==> config.mk <==
export PLATFORM = sky130hd
export DESIGN_NAME = pci_bridge_err_handler
export DESIGN_NICKNAME = d
export VERILOG_FILES = /design/src/rtl/bridge_err_pkg.sv /design/src/rtl/ob_wr_buffer.sv /design/src/rtl/ob_rd_tracker.sv /design/src/rtl/ib_pass_stage.sv /design/src/rtl/err_csr.sv /design/src/rtl/pci_bridge_err_handler.sv
export SDC_FILE = /design/constraint.sdc
export NUM_CORES = 1
export LEC_CHECK = 0
export ABC_AREA = 0
export BUFFER_PORTS_ARGS = -buffer_cell sky130_fd_sc_hd__buf_2
export CORE_MARGIN = 2
export CORE_UTILIZATION = 41
export DETAILED_ROUTE_END_ITERATION = 6
export PLACE_DENSITY_LB_ADDON = 0.12
export SYNTH_ARGS = -nofsm -noshare
export SYNTH_HDL_FRONTEND = slang
export SYNTH_SLANG_ARGS = --single-unit
==> constraint.sdc <==
create_clock -name clk -period 2.4 [get_ports clk]
set_input_delay 0.12 -clock clk [delete_from_list [all_inputs] [get_ports clk]]
set_output_delay 0.12 -clock clk [all_outputs]
set_load 0.005 [all_outputs]
==> src/rtl/bridge_err_pkg.sv <==
`timescale 1ns/1ps
package bridge_err_pkg;
   typedef enum logic [1:0] {
      RD_IDLE   = 2'd0,
      RD_ACTIVE = 2'd1,
      RD_PAD    = 2'd2
   } rd_state_t;

   localparam int NUM_CAUSES = 4;
   localparam int CAUSE_MABORT = 0;
   localparam int CAUSE_TABORT = 1;
   localparam int CAUSE_IBPERR = 2;
   localparam int CAUSE_IBREXC = 3;
endpackage

==> src/rtl/ob_wr_buffer.sv <==
`timescale 1ns/1ps
module ob_wr_buffer #(
   parameter int DW    = 32,
   parameter int DEPTH = 4
) (
   input  logic          clk,
   input  logic          rst_n,
   input  logic          push,
   input  logic [DW-1:0] din,
   input  logic          pop,
   input  logic          flush,
   output logic [DW-1:0] dout,
   output logic          avail,
   output logic          full
);
   localparam int AW = (DEPTH > 1) ? $clog2(DEPTH) : 1;
   localparam int CW = $clog2(DEPTH + 1);

   if (DEPTH < 1) begin : g_bad_depth
      $error("ob_wr_buffer: DEPTH must be at least 1");
   end
   if ((DEPTH & (DEPTH - 1)) != 0) begin : g_bad_pow2
      $error("ob_wr_buffer: DEPTH must be a power of two");
   end

   logic do_push;
   logic do_pop;

   always_comb begin
      do_push = push && !full && !flush;
      do_pop  = pop && avail && !flush;
   end

   if (DEPTH == 1) begin : g_single
      logic [DW-1:0] hold_q;
      logic          hold_v;

      always_ff @(posedge clk) begin
         if (!rst_n) begin
            hold_v <= 1'b0;
         end else if (flush) begin
            hold_v <= 1'b0;
         end else if (do_push) begin
            hold_v <= 1'b1;
         end else if (do_pop) begin
            hold_v <= 1'b0;
         end
      end

      always_ff @(posedge clk) begin
         if (do_push) begin
            hold_q <= din;
         end
      end

      always_comb begin
         dout  = hold_q;
         avail = hold_v;
         full  = hold_v;
      end
   end else begin : g_ring
      logic [DW-1:0] mem [DEPTH];
      logic [AW-1:0] wr_ptr;
      logic [AW-1:0] rd_ptr;
      logic [CW-1:0] count;

      always_ff @(posedge clk) begin
         if (!rst_n) begin
            wr_ptr <= '0;
            rd_ptr <= '0;
            count  <= '0;
         end else if (flush) begin
            wr_ptr <= '0;
            rd_ptr <= '0;
            count  <= '0;
         end else begin
            if (do_push) begin
               wr_ptr <= wr_ptr + AW'(1);
            end
            if (do_pop) begin
               rd_ptr <= rd_ptr + AW'(1);
            end
            count <= count + CW'(do_push) - CW'(do_pop);
         end
      end

      always_ff @(posedge clk) begin
         if (do_push) begin
            mem[wr_ptr] <= din;
         end
      end

      always_comb begin
         dout  = mem[rd_ptr];
         avail = (count != '0);
         full  = (count == CW'(DEPTH));
      end
   end

   // an abort leaves nothing behind
   a_r2_flush_empties: assert property (@(posedge clk) disable iff (!rst_n)
      flush |=> (!avail && !full));

   // no push is taken while full
   a_r1_full_blocks: assert property (@(posedge clk) disable iff (!rst_n)
      (full && !pop && !flush) |=> full);
endmodule

==> src/rtl/ob_rd_tracker.sv <==
`timescale 1ns/1ps
module ob_rd_tracker
   import bridge_err_pkg::*;
#(
   parameter int DW = 32,
   parameter int LW = 4
) (
   input  logic          clk,
   input  logic          rst_n,
   input  logic          start,
   input  logic [LW-1:0] len,
   input  logic          pci_valid,
   input  logic [DW-1:0] pci_data,
   input  logic          abort,
   output logic          busy,
   output logic          rsp_valid,
   output logic [DW-1:0] rsp_data,
   output logic          rsp_err,
   output logic          rsp_last
);
   if (LW < 1) begin : g_bad_lw
      $error("ob_rd_tracker: LW must be at least 1");
   end

   localparam logic [DW-1:0] FILL_WORD = '1;

   rd_state_t     state;
   logic [LW-1:0] remain;
   logic          final_word;

   always_comb begin
      final_word = (remain == LW'(1));
      busy       = (state != RD_IDLE);
   end

   always_ff @(posedge clk) begin
      if (!rst_n) begin
         state     <= RD_IDLE;
         remain    <= '0;
         rsp_valid <= 1'b0;
         rsp_data  <= '0;
         rsp_err   <= 1'b0;
         rsp_last  <= 1'b0;
      end else begin
         rsp_valid <= 1'b0;
         rsp_err   <= 1'b0;
         rsp_last  <= 1'b0;
         unique case (state)
            RD_IDLE: begin
               if (start && (len != '0)) begin
                  remain <= len;
                  state  <= RD_ACTIVE;
               end
            end
            RD_ACTIVE: begin
               if (abort) begin
                  state <= RD_PAD;
               end else if (pci_valid) begin
                  rsp_valid <= 1'b1;
                  rsp_data  <= pci_data;
                  rsp_last  <= final_word;
                  remain    <= remain - LW'(1);
                  if (final_word) begin
                     state <= RD_IDLE;
                  end
               end
            end
            RD_PAD: begin
               rsp_valid <= 1'b1;
               rsp_data  <= FILL_WORD;
               rsp_err   <= 1'b1;
               rsp_last  <= final_word;
               remain    <= remain - LW'(1);
               if (final_word) begin
                  state <= RD_IDLE;
               end
            end
            default: state <= RD_IDLE;
         endcase
      end
   end

   // filler words are all ones
   a_r4_fill_ones: assert property (@(posedge clk) disable iff (!rst_n)
      (rsp_valid && rsp_err) |-> (rsp_data == FILL_WORD));

   // an abort during a read is followed by filler
   a_r4_abort_pads: assert property (@(posedge clk) disable iff (!rst_n)
      (state == RD_ACTIVE && abort) |=> (state == RD_PAD));

   // an idle tracker without a start produces nothing
   a_r10_no_retry: assert property (@(posedge clk) disable iff (!rst_n)
      (state == RD_IDLE && !start) |=> !rsp_valid);

   // the final word closes the read
   a_r3_last_closes: assert property (@(posedge clk) disable iff (!rst_n)
      (rsp_valid && rsp_last) |-> !busy);
endmodule

==> src/rtl/ib_pass_stage.sv <==
`timescale 1ns/1ps
module ib_pass_stage #(
   parameter int DW = 32
) (
   input  logic          clk,
   input  logic          rst_n,
   input  logic          in_valid,
   input  logic [DW-1:0] in_data,
   output logic          out_valid,
   output logic [DW-1:0] out_data
);
   always_ff @(posedge clk) begin
      if (!rst_n) begin
         out_valid <= 1'b0;
         out_data  <= '0;
      end else begin
         out_valid <= in_valid;
         if (in_valid) begin
            out_data <= in_data;
         end
      end
   end

   // data crosses untouched, one cycle later
   a_r7_pass_unchanged: assert property (@(posedge clk) disable iff (!rst_n)
      in_valid |=> (out_valid && out_data == $past(in_data)));
endmodule

==> src/rtl/err_csr.sv <==
`timescale 1ns/1ps
module err_csr #(
   parameter int NC = 4
) (
   input  logic          clk,
   input  logic          rst_n,
   input  logic [NC-1:0] set_vec,
   input  logic          we,
   input  logic [2*NC-1:0] wdata,
   output logic [2*NC-1:0] rdata,
   output logic          irq
);
   if (NC < 1) begin : g_bad_nc
      $error("err_csr: NC must be at least 1");
   end

   logic [NC-1:0] status;
   logic [NC-1:0] enable;

   for (genvar i = 0; i < NC; i++) begin : g_cause
      logic clr_i;
      always_comb clr_i = we && wdata[NC + i];

      always_ff @(posedge clk) begin
         if (!rst_n) begin
            status[i] <= 1'b0;
         end else if (set_vec[i]) begin
            status[i] <= 1'b1;
         end else if (clr_i) begin
            status[i] <= 1'b0;
         end
      end

      // a status bit stays set until cleared
      a_r5_sticky: assert property (@(posedge clk) disable iff (!rst_n)
         (status[i] && !clr_i) |=> status[i]);

      // an event always leaves its bit set
      a_r5_set_wins: assert property (@(posedge clk) disable iff (!rst_n)
         set_vec[i] |=> status[i]);
   end

   always_ff @(posedge clk) begin
      if (!rst_n) begin
         enable <= '0;
      end else if (we) begin
         enable <= wdata[NC-1:0];
      end
   end

   always_comb begin
      rdata = {status, enable};
      irq   = |(status & enable);
   end

   // no interrupt without an enabled, set cause
   a_r6_irq_masked: assert property (@(posedge clk) disable iff (!rst_n)
      (enable == '0) |-> !irq);
endmodule

==> src/rtl/pci_bridge_err_handler.sv <==
`timescale 1ns/1ps
module pci_bridge_err_handler
   import bridge_err_pkg::*;
#(
   parameter int DW    = 32,
   parameter int DEPTH = 4,
   parameter int LW    = 4
) (
   input  logic          clk,
   input  logic          rst_n,
   input  logic          obw_push,
   input  logic [DW-1:0] obw_data,
   output logic          obw_full,
   input  logic          obw_pop,
   output logic          obw_avail,
   output logic [DW-1:0] obw_rdata,
   input  logic          obw_mabort,
   input  logic          obw_tabort,
   input  logic          obr_start,
   input  logic [LW-1:0] obr_len,
   output logic          obr_busy,
   input  logic          obr_pci_valid,
   input  logic [DW-1:0] obr_pci_data,
   input  logic          obr_mabort,
   input  logic          obr_tabort,
   output logic          rsp_valid,
   output logic [DW-1:0] rsp_data,
   output logic          rsp_err,
   output logic          rsp_last,
   input  logic          ibw_valid,
   input  logic [DW-1:0] ibw_data,
   input  logic          ibw_perr,
   output logic          sysw_valid,
   output logic [DW-1:0] sysw_data,
   input  logic          sysw_excep,
   input  logic          sysr_valid,
   input  logic [DW-1:0] sysr_data,
   input  logic          sysr_excep,
   output logic          pcir_valid,
   output logic [DW-1:0] pcir_data,
   input  logic          csr_we,
   input  logic [7:0]    csr_wdata,
   output logic [7:0]    csr_rdata,
   output logic          smi_irq
);
   if (DW < 8) begin : g_bad_dw
      $error("pci_bridge_err_handler: DW must be at least 8");
   end
   if (NUM_CAUSES != 4) begin : g_bad_nc
      $error("pci_bridge_err_handler: control register expects four causes");
   end

   logic                  wr_abort;
   logic                  rd_abort;
   logic [NUM_CAUSES-1:0] cause_set;
   logic                  posted_excep_unused;

   always_comb begin
      wr_abort = obw_mabort || obw_tabort;
      rd_abort = obr_mabort || obr_tabort;
      cause_set = '0;
      cause_set[CAUSE_MABORT] = obw_mabort || obr_mabort;
      cause_set[CAUSE_TABORT] = obw_tabort || obr_tabort;
      cause_set[CAUSE_IBPERR] = ibw_valid && ibw_perr;
      cause_set[CAUSE_IBREXC] = sysr_valid && sysr_excep;
      // Posted inbound writes cannot report back: the flag is dropped.
      posted_excep_unused = sysw_excep;
   end

   ob_wr_buffer #(.DW(DW), .DEPTH(DEPTH)) u_obw (
      .clk   (clk),
      .rst_n (rst_n),
      .push  (obw_push),
      .din   (obw_data),
      .pop   (obw_pop),
      .flush (wr_abort),
      .dout  (obw_rdata),
      .avail (obw_avail),
      .full  (obw_full)
   );

   ob_rd_tracker #(.DW(DW), .LW(LW)) u_obr (
      .clk       (clk),
      .rst_n     (rst_n),
      .start     (obr_start),
      .len       (obr_len),
      .pci_valid (obr_pci_valid),
      .pci_data  (obr_pci_data),
      .abort     (rd_abort),
      .busy      (obr_busy),
      .rsp_valid (rsp_valid),
      .rsp_data  (rsp_data),
      .rsp_err   (rsp_err),
      .rsp_last  (rsp_last)
   );

   ib_pass_stage #(.DW(DW)) u_ibw (
      .clk       (clk),
      .rst_n     (rst_n),
      .in_valid  (ibw_valid),
      .in_data   (ibw_data),
      .out_valid (sysw_valid),
      .out_data  (sysw_data)
   );

   ib_pass_stage #(.DW(DW)) u_ibr (
      .clk       (clk),
      .rst_n     (rst_n),
      .in_valid  (sysr_valid),
      .in_data   (sysr_data),
      .out_valid (pcir_valid),
      .out_data  (pcir_data)
   );

   err_csr #(.NC(NUM_CAUSES)) u_csr (
      .clk     (clk),
      .rst_n   (rst_n),
      .set_vec (cause_set),
      .we      (csr_we),
      .wdata   (csr_wdata),
      .rdata   (csr_rdata),
      .irq     (smi_irq)
   );

   // a posted-write exception alone never raises a status bit
   a_r8_posted_silent: assert property (@(posedge clk) disable iff (!rst_n)
      (sysw_excep && cause_set == '0 && csr_rdata[7:4] == 4'h0) |=> (csr_rdata[7:4] == 4'h0));

   // a write abort empties the buffer
   a_r2_abort_flush: assert property (@(posedge clk) disable iff (!rst_n)
      wr_abort |=> !obw_avail);
endmodule

==> results <==
- The run finished with clean final reports.
- The detailed router finished its first iteration with 287 violations.
- The number of maximum-capacitance violations is 0.
- The mapped cell area is 9670 µm².
- In this run the tool buffered the top-level ports with 299 buffer cells.
- The first TritonRoute pass finished after 4 iterations.
- The clock network latency to the later pin of the worst-skew pair is 520 ps.
- Ranked by total cell area, the synthesized netlist is headed by edfxtp_1 (40%), dfxtp_1 (26%), mux4_2 (7.5%), mux2i_1 (7.0%), nor2b_1 (4.6%).
- The total overflow left after global routing is 0.
- The clock arrives with 14.4 ps of skew.
- The setup fix buffers added after clock tree synthesis is 0.
- Relative to the synthesized area, the layout overhead comes to 44.6%.
- Once detail routing completed, the nets flagged for antenna violations numbered 0.
- The number of sinks handled by clock tree synthesis is 252.
- The Yosys step of the flow raised 0 warnings.
- The fraction of the yosys area taken by sequential cells is 0.654.
- The initial utilization of the core area, before any placement, comes to 0.414.
- The remaining max-slew budget at the tightest pin is 0.625.
- 0 antenna diodes ended up in the layout.
- Along the worst path, the maximum fanout reaches 4.
- The worst setup path is captured at a flop.
- The post-layout minimum cycle time is 2160 ps.
- The overall die area is 24,800 µm².
- The count of final max-slew check failures is 0.
- Across all register-to-register paths, the minimum setup slack is 240 ps.
- The library cell contributing the largest single delay on the critical path is or3_1.
- Based on the critical path, the design can be clocked at up to 0.463 GHz.
- Along the worst hold path, the cell count comes to 4.
- The leakage power is 6.15 nW.
- The distinct cell type count after synthesis is 46.
- The cell type with the largest total area after synthesis is edfxtp_1.
- The min-delay analysis places its worst path in the category input port to flop.
- In this run the vertical extent of the chip is 158 µm.
- The post-CTS clock slew at the launch and capture registers of the worst setup and hold paths is 60 ps.
- Synthesis produced a netlist whose cell count is 666.
- The core region area is 23,300 µm².
- The predominant post-synthesis flop cell is edfxtp_1.
- The total CTS buffers is 27.
- The share of synthesized area in the top cell type comes to 0.398.
- After detailed routing, the average wire length per cell comes to 16.0 µm.
- At the pin with the least slew margin, the transition time is 563 ps.
- The final-report setup violation count is 0.
- The wire length after detailed routing is 23.3 mm.
- The number of vias in the routed layout is 6,843.
- Clock tree synthesis selected as its root buffer the cell clkbuf_16.
- The placer congestion estimate is 0.779.
- The first global-routing pass estimated 35.7 mm of wire.
- Of the cells placed in the final design, the portion with a size suffix greater than 1 is 0.351.
- Across every metal layer, demand over resource in global routing totals 0.181.
- By instance count, the leading cell after synthesis is edfxtp_1.
- The clock tree from TritonCTS is done.
- The largest voltage drop on the vdd net is 525 µV.
- When the netlist entered floorplanning its net count stood at 835.
- The largest single stage delay on the critical path is 420 ps.
- The count of boundary I/O pins is 301.
- The clock passes through at most 3 buffers.
- The via count of the first global-routing pass is 6,861.
- Walking the worst path, the cells encountered are or3_1, and3_1, ha_1, inv_1, ha_1, fa_1, xnor2_1, nor2_1.
- The post-detailed-route via-to-cell ratio is 4.70.
- The number of filler cells placed in the layout is 1,851.
- The critical path launch point type is a flop.
- The DRC violation count after routing is 0.
- The total count of hold-check failures in the final report is 0.
- In the final timing run, aggregate negative setup slack is 0 ps.
- The worst-case reg-to-reg path depth is 8.
- The number of H-tree levels is 1.
- The critical path class is flop to flop.
- Entering global routing, the biggest net connects 65 pins.
- The row count is 56.
- The share of async-settable or async-resettable flops after synthesis is 0.
- The commonest cells after synthesis are edfxtp_1 (128), dfxtp_1 (124), nor2b_1 (71), mux2i_1 (68), nand2_1 (44).
- The worst hold margin is 17.9 ps.
- The post-synthesis register bit count is 252.
- Setup repair after global routing left no endpoint under its margin.
- By instance count, the cell type seen most on the critical path is ha_1.
- The floorplan die width is 158 µm.
- In the final design database the tool counted 1,285 nets.
- The data required time of the worst path is 2800 ps.
- Dividing the final minimum period by the clock period gives 0.899.
- The HPWL after detailed placement is 14.7 mm.
- The synthesized area per cell is 14.5 µm².
- The number of flops mapped to enable cells by yosys is 128.
- STA puts the critical path data arrival time at 2560 ps.
- In this run the power density over the cells is 826 nW/µm².
- The number of antenna violations at the first check in global routing was 0.
## where the power goes
group          internal, mW  switching (mW)  leakage (nW)
Combinational          1.07            1.02          3.54
Sequential             4.94           0.233          2.18
Clock                  2.60            1.67         0.431
Total                  8.61            2.93          6.15
## worst max-delay path, delay by kind of cell, from the launching register on
kind | cells | cell delay, ps
adder cells (fa/ha/maj) | 3 | 840
AND/OR/NAND/NOR | 3 | 680
buffers and inverters | 1 | 40
XOR/XNOR | 1 | 160
flip-flops | 1 | 340
## area by class of cell
type / count / area [µm²] / share of cell area
flip-flops and latches: 252 / 6330 / 0.453
well taps: 319 / 399 / 0.0286
clock inverters: 19 / 230 / 0.0165
multi-input cells: 362 / 3130 / 0.224
clock buffers: 30 / 687 / 0.0492
repair buffers: 460 / 3160 / 0.226
inverters: 13 / 48.8 / 0.00349
## metrics by stage
stage           util  instances  setup slack [ps]  cell area, µm²  power [mW]
2_1_floorplan      -        666               311            9670        6.36
3_3_place_gp   0.497       1261               278           11600        7.12
3_5_place_dp   0.497       1261               253           11600        7.15
4_1_cts        0.599       1455               194           14000        11.6
5_1_grt        0.599       1455               106           14000        12.1
6_report       0.599       1455               241           14000        11.5
## worst paths after layout
kind | end | startpoint
worst max-delay path | u_obw.g_ring.count[2] | u_obw.g_ring.count[1]
worst max register to register | u_obw.g_ring.count[2] | u_obw.g_ring.count[1]
worst min-delay path | u_obw.g_ring.rd_ptr[1] | obw_pop
worst min register to register | u_obr.rsp_data[16] | u_obr.rsp_data[16]
## cell usage in the layout (no fill, tap or decap), types with 4 or more instances in the layout
cell type,Yosys,layout
buf_2,15,299
dlygate4sd3_1,0,145
edfxtp_1,128,128
dfxtp_1,124,123
nor2b_1,71,71
mux2i_1,68,68
nand2_1,44,44
nor2_1,41,41
mux4_2,32,32
o211a_1,32,32
clkbuf_16,0,27
inv_1,13,13
ha_1,12,12
buf_4,0,9
and2_1,8,8
buf_12,0,7
o21ai_0,6,6
bufinv_16,0,5
clkinvlp_4,0,5
clkinv_2,0,5
and3_1,4,4
a22oi_1,4,4
xnor2_1,4,4
## layer usage
layer	routed length, µm	up-vias	track usage
li1	-	3321	-
met1	9680	3254	0.223
met2	11500	221	0.313
met3	1610	47	0.0485
met4	473	0	0.0481
met5	0	-	0
## kinds of logic after synthesis
group	count (synthesis)	synth area share
DFF	252	0.654
and+or+nand+nor	179	0.0946
muxes	101	0.146
AOI/OAI and AO/OA	64	0.0605
buffers and inverters	52	0.0221
adders and majority gates	13	0.0176
xor gates and xnor gates	5	0.00453
## state kept, by name (all words and copies together) (netlist names), named ones only
name,cells
u_ibr.out_data,32
u_obr.rsp_data,32
u_obw.g_ring.count,3
u_obr.state,2
u_ibw.out_valid,1
u_obr.remain,4
u_obr.rsp_err,1
u_ibr.out_valid,1
u_ibw.out_data,32
u_obr.rsp_last,1
u_obw.g_ring.rd_ptr,2
u_csr.rdata,4
u_obw.g_ring.wr_ptr,2
u_obw.g_ring.mem,128
u_obr.rsp_valid,1
u_csr.enable,4
## what timing repair did
item	4_1_cts	5_1_grt
hold buffers	145	0
gates resized for setup	0	0
endpoints found under the hold margin	238	0
Power figures use the tool's default switching activity.
